[config.mk]
export PLATFORM = sky130hd
export DESIGN_NAME = gpio_pad_ctrl
export DESIGN_NICKNAME = d
export VERILOG_FILES = /design/src/rtl/gpio_pad_pkg.sv /design/src/rtl/gpio_pad_regs.sv /design/src/rtl/gpio_pad_drive.sv /design/src/rtl/gpio_pad_ctrl.sv
export SDC_FILE = /design/constraint.sdc
export NUM_CORES = 1
export LEC_CHECK = 0
export BUFFER_PORTS_ARGS = -buffer_cell sky130_fd_sc_hd__buf_2
export CELL_PAD_IN_SITES_DETAIL_PLACEMENT = 1
export CELL_PAD_IN_SITES_GLOBAL_PLACEMENT = 1
export CORE_MARGIN = 3
export CORE_UTILIZATION = 35
export DETAILED_ROUTE_END_ITERATION = 6
export PLACE_DENSITY = 0.69
export SYNTH_ARGS = -nofsm -noshare
export SYNTH_HDL_FRONTEND = slang
export SYNTH_SLANG_ARGS = --single-unit
[constraint.sdc]
create_clock -name clk_i -period 3.31 [get_ports clk_i]
set_input_delay 0.1655 -clock clk_i [delete_from_list [all_inputs] [get_ports clk_i]]
set_output_delay 0.1655 -clock clk_i [all_outputs]
set_load 0.05 [all_outputs]
[src/rtl/gpio_pad_pkg.sv]
package gpio_pad_pkg;
  localparam logic [7:0] OFS_TYPE    = 8'h04;
  localparam logic [7:0] OFS_SUBTYPE = 8'h05;
  localparam logic [7:0] OFS_STATUS  = 8'h10;
  localparam logic [7:0] OFS_MODE    = 8'h40;
  localparam logic [7:0] OFS_RAIL    = 8'h41;
  localparam logic [7:0] OFS_BIAS    = 8'h42;
  localparam logic [7:0] OFS_DRIVE   = 8'h45;
  localparam logic [7:0] OFS_ENABLE  = 8'h46;
  localparam logic [7:0] TYPE_ID     = 8'h10;
  localparam logic [2:0] BIAS_NONE   = 3'd5;
  localparam logic [2:0] BIAS_DOWN   = 3'd4;

  localparam logic [1:0] BUF_PUSH_PULL   = 2'd0;
  localparam logic [1:0] BUF_SINK_ONLY   = 2'd1;
  localparam logic [1:0] BUF_SOURCE_ONLY = 2'd2;

  typedef struct packed {
    logic [2:0] dir;
    logic [2:0] func;
    logic       out_val;
    logic [2:0] rail;
    logic [2:0] bias;
    logic [1:0] buf_kind;
    logic [1:0] strength;
    logic       master_en;
  } pad_cfg_t;

  function automatic int unsigned rail_count(logic [7:0] st);
    return (st == 8'h09 || st == 8'h0D) ? 8 : 4;
  endfunction

  function automatic logic has_buffer(logic [7:0] st);
    return (st == 8'h01 || st == 8'h09);
  endfunction
endpackage

[src/rtl/gpio_pad_regs.sv]
module gpio_pad_regs
  import gpio_pad_pkg::*;
#(
  parameter logic [7:0] SUBTYPE = 8'h09,
  parameter int         ADDR_W  = 8,
  parameter int         DATA_W  = 8
) (
  input  logic              clk_i,
  input  logic              rst_ni,
  input  logic              wr_en_i,
  input  logic              rd_en_i,
  input  logic [ADDR_W-1:0] addr_i,
  input  logic [DATA_W-1:0] wr_data_i,
  input  logic              status_i,
  output pad_cfg_t          cfg_o,
  output logic [DATA_W-1:0] rd_data_o
);
  localparam int unsigned RAILS   = rail_count(SUBTYPE);
  localparam logic [2:0]  RAIL_HI = 3'(RAILS - 1);
  localparam logic        HAS_BUF = has_buffer(SUBTYPE);

  pad_cfg_t    cfg_q;
  logic [7:0]  rd_mux;
  logic [1:0]  buf_wr;

  generate
    if (HAS_BUF) begin : g_buf
      assign buf_wr = wr_data_i[5:4];
    end else begin : g_nobuf
      assign buf_wr = BUF_PUSH_PULL;
    end
  endgenerate

  always_ff @(posedge clk_i or negedge rst_ni) begin
    if (!rst_ni) begin
      cfg_q           <= '0;
      cfg_q.bias      <= BIAS_NONE;
      cfg_q.master_en <= 1'b1;
    end else if (wr_en_i) begin
      case (8'(addr_i))
        OFS_MODE: begin
          cfg_q.out_val <= wr_data_i[0];
          cfg_q.func    <= wr_data_i[3:1];
          cfg_q.dir     <= wr_data_i[6:4];
        end
        OFS_RAIL:
          cfg_q.rail <= ({1'b0, wr_data_i[2:0]} >= 4'(RAILS)) ? RAIL_HI : wr_data_i[2:0];
        OFS_BIAS:   cfg_q.bias <= wr_data_i[2:0];
        OFS_DRIVE: begin
          cfg_q.strength <= wr_data_i[1:0];
          cfg_q.buf_kind <= buf_wr;
        end
        OFS_ENABLE: cfg_q.master_en <= wr_data_i[7];
        default: ;
      endcase
    end
  end

  always_comb begin
    case (8'(addr_i))
      OFS_TYPE:    rd_mux = TYPE_ID;
      OFS_SUBTYPE: rd_mux = SUBTYPE;
      OFS_STATUS:  rd_mux = {7'b0, status_i};
      OFS_MODE:    rd_mux = {1'b0, cfg_q.dir, cfg_q.func, cfg_q.out_val};
      OFS_RAIL:    rd_mux = {5'b0, cfg_q.rail};
      OFS_BIAS:    rd_mux = {5'b0, cfg_q.bias};
      OFS_DRIVE:   rd_mux = {2'b0, cfg_q.buf_kind, 2'b0, cfg_q.strength};
      OFS_ENABLE:  rd_mux = {cfg_q.master_en, 7'b0};
      default:     rd_mux = 8'h00;
    endcase
  end

  always_ff @(posedge clk_i or negedge rst_ni) begin
    if (!rst_ni)      rd_data_o <= '0;
    else if (rd_en_i) rd_data_o <= DATA_W'(rd_mux);
  end

  assign cfg_o = cfg_q;
endmodule

[src/rtl/gpio_pad_drive.sv]
module gpio_pad_drive
  import gpio_pad_pkg::*;
#(
  parameter int NUM_FUNC = 8,
  localparam int NUM_ALT = NUM_FUNC - 1
) (
  input  pad_cfg_t           cfg_i,
  input  logic [NUM_ALT-1:0] alt_src_i,
  output logic               pad_out_o,
  output logic               pad_oe_o,
  output logic               in_en_o,
  output logic               pull_up_o,
  output logic               pull_dn_o,
  output logic [1:0]         pull_up_sel_o,
  output logic [1:0]         drive_str_o,
  output logic [2:0]         rail_sel_o
);
  logic [NUM_FUNC-1:0] src_vec;
  logic                level;
  logic                out_path, in_path, buf_ok;

  assign src_vec = {alt_src_i, cfg_i.out_val};
  assign level   = src_vec[cfg_i.func];

  assign out_path = (cfg_i.dir == 3'd1) || (cfg_i.dir == 3'd2);
  assign in_path  = (cfg_i.dir == 3'd0) || (cfg_i.dir == 3'd2);

  always_comb begin
    case (cfg_i.buf_kind)
      BUF_SINK_ONLY:   buf_ok = ~level;
      BUF_SOURCE_ONLY: buf_ok = level;
      default:         buf_ok = 1'b1;
    endcase
  end

  assign pad_out_o     = level;
  assign pad_oe_o      = cfg_i.master_en & out_path & buf_ok;
  assign in_en_o       = cfg_i.master_en & in_path;
  assign pull_up_o     = cfg_i.master_en & ~cfg_i.bias[2];
  assign pull_dn_o     = cfg_i.master_en & (cfg_i.bias == BIAS_DOWN);
  assign pull_up_sel_o = cfg_i.bias[1:0];
  assign drive_str_o   = cfg_i.master_en ? cfg_i.strength : 2'd0;
  assign rail_sel_o    = cfg_i.rail;
endmodule

[src/rtl/gpio_pad_ctrl.sv]
module gpio_pad_ctrl
  import gpio_pad_pkg::*;
#(
  parameter logic [7:0] SUBTYPE  = 8'h09,
  parameter int         ADDR_W   = 8,
  parameter int         DATA_W   = 8,
  parameter int         NUM_FUNC = 8
) (
  input  logic                clk_i,
  input  logic                rst_ni,
  input  logic                wr_en_i,
  input  logic                rd_en_i,
  input  logic [ADDR_W-1:0]   addr_i,
  input  logic [DATA_W-1:0]   wr_data_i,
  output logic [DATA_W-1:0]   rd_data_o,
  input  logic [NUM_FUNC-2:0] alt_src_i,
  input  logic                pad_in_i,
  output logic                pad_out_o,
  output logic                pad_oe_o,
  output logic                in_en_o,
  output logic                pull_up_o,
  output logic                pull_dn_o,
  output logic [1:0]          pull_up_sel_o,
  output logic [1:0]          drive_str_o,
  output logic [2:0]          rail_sel_o
);
  pad_cfg_t   cfg;
  logic       status;
  logic       master_en;
  logic [2:0] dir_code;
  logic [1:0] buf_code;

  assign status    = in_en_o & pad_in_i;
  assign master_en = cfg.master_en;
  assign dir_code  = cfg.dir;
  assign buf_code  = cfg.buf_kind;

  gpio_pad_regs #(
    .SUBTYPE(SUBTYPE), .ADDR_W(ADDR_W), .DATA_W(DATA_W)
  ) u_regs (
    .clk_i(clk_i), .rst_ni(rst_ni), .wr_en_i(wr_en_i), .rd_en_i(rd_en_i),
    .addr_i(addr_i), .wr_data_i(wr_data_i), .status_i(status),
    .cfg_o(cfg), .rd_data_o(rd_data_o)
  );

  gpio_pad_drive #(.NUM_FUNC(NUM_FUNC)) u_drive (
    .cfg_i(cfg), .alt_src_i(alt_src_i), .pad_out_o(pad_out_o),
    .pad_oe_o(pad_oe_o), .in_en_o(in_en_o), .pull_up_o(pull_up_o),
    .pull_dn_o(pull_dn_o), .pull_up_sel_o(pull_up_sel_o),
    .drive_str_o(drive_str_o), .rail_sel_o(rail_sel_o)
  );
endmodule

==> results.py, run 1 <==
metrics = {
    "global_route": {
        "grt-ovfl-total": 0,
        "grt_max_degree": 27,
        "antenna_found_initial": 0,
        "grt_pass1_vias": 1246,
        "grt_pass1_wl_mm": 6.19,
        "grt_usage_pct": 15.6,
    },
    "placement": {
        "gp_congestion": 0.773,
        "post-dp-hpwl_mm": 2.96,
        "port_buffers": 47,
    },
    "clocking": {
        "hold_buffers": 1,
        "cts_max_level": 1,
        "worst_skew_pair.late_latency_ns": 0.27,
        "clk_path_buf_depth": 2,
        "numCtsBuffers": 3,
        "ctsRootBufferMaster": "clkbuf_8",
        "postCtsSetupBuffers": 0,
        "cts_resized": 0,
        "numClockSinks": 26,
        "clk_pin_slew_ns": 0.09,
        "cts_tree": "built",
    },
    "outcome": {
        "status": "completed",
    },
    "cells_and_area": {
        "syn2layout_area_growth_pct": 22.1,
        "fill_cells": 439,
        "seq_area_um2": 654,
        "final_common_cell": "buf_2",
        "drive_above_1_share_pct": 49.7,
        "nets": 200,
        "diodes": 0,
        "final_cell_mix": "47 x buf_2, 23 x dfrtp_1, 21 x mux2_2",
        "multi_input_area_um2": 697,
    },
    "floorplanning": {
        "core_area_mm2": 0.00380,
        "start_util_pct": 37.5,
        "ios": 48,
        "die_h_um": 69.8,
        "num_rows": 22,
        "die_width_um": 69.8,
        "die-area_mm2": 0.00488,
    },
    "power_and_ir_drop": {
        "p_leak_nw": 0.857,
        "switching_share_pct": 28.4,
        "power.share.sequential_pct": 51.6,
        "pwr-share-comb_pct": 17.4,
        "pwr-share-clk_pct": 31.0,
        "p_per_area_mw_per_mm2": 386,
        "internal-power_mw": 0.481,
        "ir_worst_vdd_mv": 0.153,
        "p_switching_mw": 0.191,
    },
    "hold_path": {
        "worstHoldPathType": "in -> reg",
        "whs_path_depth": 2,
    },
    "sta": {
        "hold_viol": 0,
        "rsz0062_at_grt": "no",
        "period_minus_slack_ns": 2.49,
        "finalSetupViolCount": 0,
        "finalMaxSlewViolations": 0,
        "fin_worst_hold_slack_ns": 0.122,
        "worstMarginPinSlew_ns": 0.582,
        "setup_tns_ns": 0,
        "finalCritPeriodShare_pct": 75.2,
        "relSlewSlack_pct": 61.2,
        "fmax_mhz": 402,
        "skew_ns": 0.00194,
    },
    "yosys": {
        "synth_area_mm2": 0.00143,
        "syn_inst": 125,
        "synthFlopType": "dfrtp_1",
        "ys_types": 39,
        "ys_seq_area_share_pct": 45.9,
        "ys_seq_elements": 26,
        "avgSynthCellArea_um2": 11.4,
        "ys_warn_count": 0,
        "async_flop_share_pct": 100,
        "synth_edf_count": 0,
        "syn_nets": 155,
    },
    "routing": {
        "finalWirelength_mm": 3.68,
        "vias": 1126,
        "wl_per_cell_um": 16.9,
        "drt_iter0_drc": 38,
        "ant_nets": 0,
        "post_drt_via_cell_ratio": 5.19,
        "drt_pass1_iterations": 4,
        "drc_errors": 0,
    },
    "worst_setup_path": {
        "critPathKind": "reg -> out",
        "reg2reg_depth": 4,
        "required_ns": 3.14,
        "critical_path.max_fanout": 4,
        "critPathLaunchType": "register",
        "r2r_slack_ns": 1.82,
        "crit_path_end_kind": "output port",
        "critical_path_arrival_ns": 2.32,
    },
    "flow_run": {
        "maxCapViolCount": 0,
    },
}
==> worst max-delay path, stage by stage (launching register included) <==
cell and delay, ns:
dfrtp_1 0.44, mux4_2 0.51, mux2_2 0.31, mux2i_1 0.14
a2111oi_2 0.34, buf_2 0.31
==> final timing paths <==
check / from / end
max in group asynchronous: rst_ni / u_regs.cfg_o[13]$_DFFE_PN0P_
setup reg to reg: u_regs.cfg_o[0]$_DFFE_PN1P_ / u_regs.rd_data_o[0]$_DFFE_PN0P_
hold reg to reg: u_regs.rd_data_o[5]$_DFFE_PN0P_ / u_regs.rd_data_o[5]$_DFFE_PN0P_
hold / removal: wr_data_i[7] / u_regs.cfg_o[0]$_DFFE_PN1P_
min in group asynchronous: rst_ni / u_regs.rd_data_o[5]$_DFFE_PN0P_
setup / recovery: u_regs.cfg_o[13]$_DFFE_PN0P_ / pad_oe_o
==> Yosys cell counts (3+ instances only) <==
library cell | instances | share of area [%]
inv_1 | 8 | 2.1
buf_4 | 5 | 2.6
dfrtp_1 | 23 | 40
nand2_1 | 4 | 1.1
nor2_1 | 9 | 2.4
nor2b_1 | 3 | 1.3
o21ai_0 | 4 | 1.4
mux2_2 | 21 | 17
a22oi_1 | 3 | 1.6
a21oi_1 | 3 | 1.1
dfstp_2 | 3 | 5.5
nand4_1 | 3 | 1.3
==> routing by layer <==
layer  part of all wire [%]  global-route usage (%)  vias up
li1                       -                       -      540
met5                      0                       0        -
met3                    5.5                    3.33        2
met4                   0.33                    1.91        0
met1                     46                    20.6      549
met2                     48                    27.1       35
==> registers in the layout, summed over array words and instances, names as in the netlist <==
register,flops
u_regs.rd_data_o,8
u_regs.cfg_o,18
==> power by group through the flow <==
stage                     registers, mW  logic (mW)  clock network, mW
after floorplan                   0.360      0.0647                  0
after global placement            0.351       0.115                  0
after detailed placement          0.353       0.118                  0
after CTS                         0.347       0.119              0.212
after global routing              0.349       0.127              0.231
final                             0.347       0.117              0.208
==> cell families (layout without fill, tap and decap cells) <==
logic type | Yosys count | in the layout | synth area share (%)
AND/OR/NAND/NOR | 36 | 36 | 15.6
flip-flops | 26 | 26 | 45.9
multiplexers | 25 | 25 | 21.1
AO/OA/AOI/OAI | 19 | 19 | 9.30
buffers and inverters | 16 | 60 | 5.70
adder cells (fa/ha/maj) | 2 | 2 | 1.75
XOR/XNOR | 1 | 1 | 0.614
==> layout make-up <==
| type | count | share of cell area, % |
|---|---|---|
| multi-input cells | 83 | 40.0 |
| flip-flops and latches | 26 | 37.6 |
| repair buffers | 48 | 14.1 |
| well taps | 48 | 3.45 |
| clock buffers | 4 | 3.16 |
| inverters | 8 | 1.72 |
==> metrics by stage <==
step / setup WS [ns] / cell area [um^2] / util, % / power [mW] / instances
finish: 0.820 / 1740 / 45.8 / 0.672 / 217
global route: 0.736 / 1740 / 45.8 / 0.707 / 217
CTS: 0.795 / 1740 / 45.8 / 0.678 / 217
detailed placement: 1.10 / 1680 / 44.1 / 0.471 / 212
global placement: 1.13 / 1680 / 44.1 / 0.466 / 212
floorplan: 0.535 / 1430 / - / 0.425 / 125
Power figures use the tool's default switching activity.
==> inputs of run 2 (changes only) <==
clock period = 2.4 ns   (was 3.31 ns; I/O delays follow)
==> results.py, run 2 (same netlist as run 1, synthesis figures left out) <==
metrics = {
    "outcome": {
        "status": "completed",
    },
    "routing": {
        "wl_per_cell_um": 17.0,
        "drc_errors": 0,
        "drt_iter0_drc": 35,
        "ant_nets": 0,
        "finalWirelength_mm": 3.70,
        "vias": 1155,
        "drt_pass1_iterations": 4,
        "post_drt_via_cell_ratio": 5.30,
    },
    "sta": {
        "relSlewSlack_pct": 59.9,
        "setup_tns_ns": 0,
        "fin_worst_hold_slack_ns": 0.0710,
        "finalMaxSlewViolations": 0,
        "period_minus_slack_ns": 2.29,
        "hold_viol": 0,
        "fin_ws_ns": 0.113,
        "skew_ns": 0.00871,
        "rsz0062_at_grt": "no",
        "fmax_mhz": 437,
        "finalCritPeriodShare_pct": 95.3,
        "worstMarginPinSlew_ns": 0.601,
        "finalSetupViolCount": 0,
    },
    "floorplanning": {
        "num_rows": 22,
        "ios": 48,
        "die_h_um": 69.8,
        "die_width_um": 69.8,
        "core_area_mm2": 0.00380,
        "die-area_mm2": 0.00488,
        "start_util_pct": 37.5,
    },
    "placement": {
        "place_inst": 213,
        "post-dp-hpwl_mm": 2.87,
        "post_dp_cell_area_mm2": 0.00170,
        "port_buffers": 47,
        "place_ws_ns": 0.226,
        "gp_congestion": 0.811,
    },
    "cells_and_area": {
        "final_cell_mix": "46 x buf_2, 22 x dfrtp_1, 21 x mux2_2",
        "syn2layout_area_growth_pct": 23.6,
        "seq_area_um2": 656,
        "diodes": 0,
        "final_common_cell": "buf_2",
        "multi_input_area_um2": 713,
        "nets": 201,
        "design_area_mm2": 0.00176,
        "fin_cells": 218,
        "largest_register_ff_count": 18,
        "drive_above_1_share_pct": 50.6,
        "fill_cells": 438,
        "final_core_util_pct": 46.4,
    },
    "worst_setup_path": {
        "required_ns": 2.28,
        "critPathLaunchType": "register",
        "critPathCapture": "pad_oe_o",
        "reg2reg_from": "u_regs.cfg_o[0]$_DFFE_PN1P_",
        "worst_path_max_delay_cell": "mux4_2",
        "crit_path_end_kind": "output port",
        "startpoint": "u_regs.cfg_o[13]$_DFFE_PN0P_",
        "path_cells": "mux4_2, mux2_2, mux2i_2, a2111oi_4, buf_6",
        "reg2reg_to": "u_regs.rd_data_o[0]$_DFFE_PN0P_",
        "critical_path_arrival_ns": 2.17,
        "r2r_slack_ns": 0.90,
        "critical_path.max_fanout": 4,
        "reg2reg_depth": 4,
        "crit_path_max_incr_delay_ns": 0.50,
        "critPathKind": "reg -> out",
    },
    "clocking": {
        "ctsRootBufferMaster": "clkbuf_8",
        "cts_max_level": 1,
        "clk_path_buf_depth": 2,
        "cts_tree": "built",
        "numCtsBuffers": 3,
        "worst_skew_pair.late_latency_ns": 0.27,
        "clk_pin_slew_ns": 0.09,
        "postCtsSetupBuffers": 0,
        "numClockSinks": 26,
    },
    "global_route": {
        "grt_pass1_wl_mm": 6.32,
        "grt_max_degree": 27,
        "grt_pass1_vias": 1250,
        "antenna_found_initial": 0,
        "grt-ovfl-total": 0,
        "grt_usage_pct": 16.0,
    },
    "power_and_ir_drop": {
        "p_per_area_mw_per_mm2": 511,
        "p_leak_nw": 0.856,
        "ir_worst_vdd_mv": 0.178,
        "power.total_mw": 0.901,
    },
    "hold_path": {
        "worstHoldPathType": "in -> reg",
    },
    "flow_run": {
        "maxCapViolCount": 0,
    },
}
==> run 2: changes by cell type in the layout (fill, tap and decap cells not counted) <==
cell | previous run | this run
dfrtp_2 | 0 | 1
mux2i_1 | 2 | 1
clkbuf_1 | 0 | 1
buf_2 | 47 | 46
a2111oi_4 | 0 | 1
a2111oi_2 | 1 | 0
clkbuf_8 | 4 | 3
buf_6 | 0 | 1
buf_4 | 0 | 1
mux2i_2 | 0 | 1
dfrtp_1 | 23 | 22
==> run 2: layer usage <==
metal | GRT usage (%) | part of all wire, % | vias up
met5 | 0 | 0 | -
met4 | 3.83 | 0.92 | 0
met3 | 2.75 | 5.6 | 5
met2 | 26.4 | 47 | 39
met1 | 21.7 | 47 | 570
li1 | - | - | 541
==> run 2: worst min-delay path by stage <==
stage | startpoint | end | slack (ns) | cells after the start
2_1_floorplan | rst_ni | u_regs.cfg_o[10]$_DFFE_PN0P_ | -0.18 | 0
3_3_place_gp | rst_ni | u_regs.rd_data_o[5]$_DFFE_PN0P_ | 0.15 | 1
3_5_place_dp | rst_ni | u_regs.cfg_o[17]$_DFFE_PN0P_ | 0.16 | 1
4_1_cts | wr_data_i[3] | u_regs.cfg_o[14]$_DFFE_PN0P_ | 0.07 | 2
5_1_grt | wr_data_i[3] | u_regs.cfg_o[14]$_DFFE_PN0P_ | 0.07 | 2
6_report | wr_data_i[3] | u_regs.cfg_o[14]$_DFFE_PN0P_ | 0.07 | 2
==> run 2: where the power goes <==
group / switching, mW / internal [mW]
Sequential: 0.0190 / 0.459
Combinational: 0.107 / 0.0611
Clock: 0.136 / 0.119
==> run 2: critical path, delay by kind of cell (launching register included) <==
kind	cells	cell delay [ns]
buf+inv	1	0.20
compound gates	1	0.30
mux	3	0.98
flops	1	0.41
==> run 2: what timing repair did <==
| item | CTS | global route |
|---|---|---|
| pin swaps | 0 | 1 |
| endpoints found under the setup margin | 1 | 1 |
| hold endpoints to repair | 23 | 0 |
| gates resized for setup | 3 | 1 |
| hold buffers | 1 | 0 |
==> run 2: area by class of cell <==
class                   count  share of cell area [%]
clock buffers               4                    2.56
inverters                   8                    1.70
multi-input cells          83                    40.5
flip-flops and latches     26                    37.2
well taps                  48                    3.41
repair buffers             49                    14.7
==> inputs of run 3 (changes only) <==
PLACE_DENSITY = 0.68   (was 0.69)
SYNTH_HIERARCHICAL = 1   (was unset)
==> results.py, run 3 <==
metrics = {
    "power_and_ir_drop": {
        "pwr-share-comb_pct": 17.5,
        "internal-power_mw": 0.634,
        "power.share.sequential_pct": 52.9,
        "power.total_mw": 0.892,
        "p_switching_mw": 0.258,
        "p_per_area_mw_per_mm2": 492,
        "pwr-share-clk_pct": 29.7,
        "p_leak_nw": 0.920,
        "ir_worst_vdd_mv": 0.274,
        "switching_share_pct": 28.9,
    },
    "sta": {
        "fin_worst_hold_slack_ns": 0.0485,
        "worstMarginPinSlew_ns": 0.595,
        "setup_tns_ns": 0,
        "skew_ns": 0.00136,
        "relSlewSlack_pct": 60.3,
        "finalSetupViolCount": 0,
        "fmax_mhz": 438,
        "hold_viol": 0,
        "finalMaxSlewViolations": 0,
        "finalCritPeriodShare_pct": 95.1,
        "fin_ws_ns": 0.118,
        "period_minus_slack_ns": 2.28,
        "rsz0062_at_grt": "no",
    },
    "clocking": {
        "postCtsSetupBuffers": 0,
        "ctsRootBufferMaster": "clkbuf_8",
        "clk_path_buf_depth": 2,
        "cts_tree": "built",
        "numClockSinks": 26,
        "numCtsBuffers": 3,
        "worst_skew_pair.late_latency_ns": 0.28,
        "clk_pin_slew_ns": 0.09,
        "cts_max_level": 1,
    },
    "yosys": {
        "synth_common_cells": "23 x dfrtp_1, 17 x mux2_2",
        "synth_area_mm2": 0.00151,
        "yosysTopAreaCellShare_pct": 38.1,
        "synth.most_common_cell": "dfrtp_1",
        "avgSynthCellArea_um2": 11.5,
        "syn_inst": 132,
        "synth_edf_count": 0,
        "synth_area_leaders": "dfrtp_1 38%, mux2_2 13%, dfstp_2 5.2%, mux2i_1 4.0%, mux4_1 3.5%",
        "ys_types": 38,
        "ys_warn_count": 6,
        "syn_nets": 162,
        "yosys.area.top_type": "dfrtp_1",
        "async_flop_share_pct": 100,
        "ys_seq_elements": 26,
        "ys_seq_area_share_pct": 43.3,
        "synthFlopType": "dfrtp_1",
    },
    "global_route": {
        "grt_max_degree": 27,
        "grt-ovfl-total": 0,
        "grt_pass1_wl_mm": 6.62,
        "grt_pass1_vias": 1316,
        "antenna_found_initial": 0,
        "grt_usage_pct": 16.4,
    },
    "placement": {
        "port_buffers": 47,
        "post-dp-hpwl_mm": 3.09,
        "place_inst": 219,
        "place_ws_ns": 0.359,
        "gp_congestion": 0.739,
    },
    "floorplanning": {
        "start_util_pct": 37.0,
        "die-area_mm2": 0.00514,
        "die_h_um": 71.7,
        "core_area_mm2": 0.00409,
        "die_width_um": 71.7,
        "num_rows": 23,
        "ios": 48,
    },
    "worst_setup_path": {
        "crit_path_end_kind": "output port",
        "reg2reg_from": "u_regs/cfg_o[17]$_DFFE_PN0P_",
        "path_cells": "mux4_1, mux2_4, mux2i_1, a211oi_2, clkbuf_4",
        "worst_path_max_delay_cell": "mux4_1",
        "critical_path_arrival_ns": 2.16,
        "reg2reg_to": "u_regs/rd_data_o[0]$_DFFE_PN0P_",
        "critical_path.max_fanout": 4,
        "r2r_slack_ns": 0.82,
        "required_ns": 2.28,
        "critPathKind": "reg -> out",
        "crit_path_max_incr_delay_ns": 0.56,
        "reg2reg_depth": 6,
        "critPathLaunchType": "register",
    },
    "hold_path": {
        "hp-start": "wr_data_i[3]",
        "worstHoldPathType": "in -> reg",
        "hold_end": "u_regs/cfg_o[14]$_DFFE_PN0P_",
        "whs_path_depth": 2,
    },
    "routing": {
        "drc_errors": 0,
        "drt_pass1_iterations": 4,
        "post_drt_via_cell_ratio": 5.33,
        "finalWirelength_mm": 3.96,
        "vias": 1195,
        "ant_nets": 0,
        "wl_per_cell_um": 17.7,
        "drt_iter0_drc": 65,
    },
    "cells_and_area": {
        "diodes": 0,
        "largest_register_ff_count": 18,
        "drive_above_1_share_pct": 44.3,
        "fin_cells": 224,
        "final_cell_mix": "46 x buf_2, 22 x dfrtp_1, 17 x mux2_2",
        "multi_input_area_um2": 779,
        "fill_cells": 480,
        "seq_area_um2": 656,
        "nets": 205,
        "syn2layout_area_growth_pct": 20.0,
        "final_common_cell": "buf_2",
    },
    "outcome": {
        "status": "completed",
    },
    "flow_run": {
        "maxCapViolCount": 0,
    },
}
## run 3: worst max-delay path, delay by kind of cell, from the launching register on
family	cells	cell delay, ns
compound gates	1	0.21
buf+inv	1	0.26
flops	1	0.41
mux	3	1.00
## run 3: worst max-delay path by stage
stage	start	endpoint	slack (ns)	cells after the start
after global placement	u_regs/cfg_o[12]$_DFFE_PN0P_	pad_oe_o	0.44	5
after floorplan	u_regs/cfg_o[12]$_DFFE_PN0P_	pad_oe_o	0.1	4
after detailed placement	u_regs/cfg_o[12]$_DFFE_PN0P_	pad_oe_o	0.36	5
after CTS	u_regs/cfg_o[12]$_DFFE_PN0P_	pad_oe_o	0.03	5
final	u_regs/cfg_o[12]$_DFFE_PN0P_	pad_oe_o	0.12	5
after global routing	u_regs/cfg_o[12]$_DFFE_PN0P_	pad_oe_o	0.01	5
## run 3: cell type report
class / count / share of cell area, %
Clock buffer: 4 / 2.48
Tap cell: 50 / 3.45
Inverter: 6 / 1.24
Timing Repair Buffer: 48 / 13.7
Multi-Input combinational cell: 90 / 43.0
Sequential cell: 26 / 36.2
## run 3: power groups by stage
stage / combinational [mW] / sequential [mW] / clock (mW)
6_report: 0.156 / 0.471 / 0.265
5_1_grt: 0.170 / 0.475 / 0.294
4_1_cts: 0.158 / 0.472 / 0.278
3_5_place_dp: 0.155 / 0.481 / 0
3_3_place_gp: 0.150 / 0.479 / 0
2_1_floorplan: 0.0983 / 0.479 / 0
## run 3: cell families (layout without fill, tap and decap cells)
group / Yosys count / after routing / share of synthesized area (%)
AO/OA/AOI/OAI: 16 / 16 / 7.53
XOR/XNOR: 1 / 1 / 0.580
adder cells (fa/ha/maj): 2 / 2 / 1.66
buffers and inverters: 16 / 58 / 5.46
flip-flops: 26 / 26 / 43.3
multiplexers: 29 / 29 / 23.3
AND/OR/NAND/NOR: 42 / 42 / 18.1
## run 3: per-stage QoR
stage | utilization [%] | cell area, um^2
after detailed placement | 42.9 | 1750
after global placement | 42.9 | 1750
after CTS | 44.3 | 1810
after floorplan | - | 1520
final | 44.4 | 1810
after global routing | 44.4 | 1810
## run 3: what timing repair did
action	4_1_cts	5_1_grt
endpoints found under the hold margin	23	0
resized for setup	0	2
hold buffers	1	0
endpoints found under the setup margin	0	1
## run 3: layer usage
layer  vias to the layer above  wire [um]  global-route usage, %
met1                       587       1840                   21.3
li1                        566          -                      -
met5                         -          0                      0
met3                         2        228                   3.37
met2                        40       1860                   27.7
met4                         0         34                   4.38
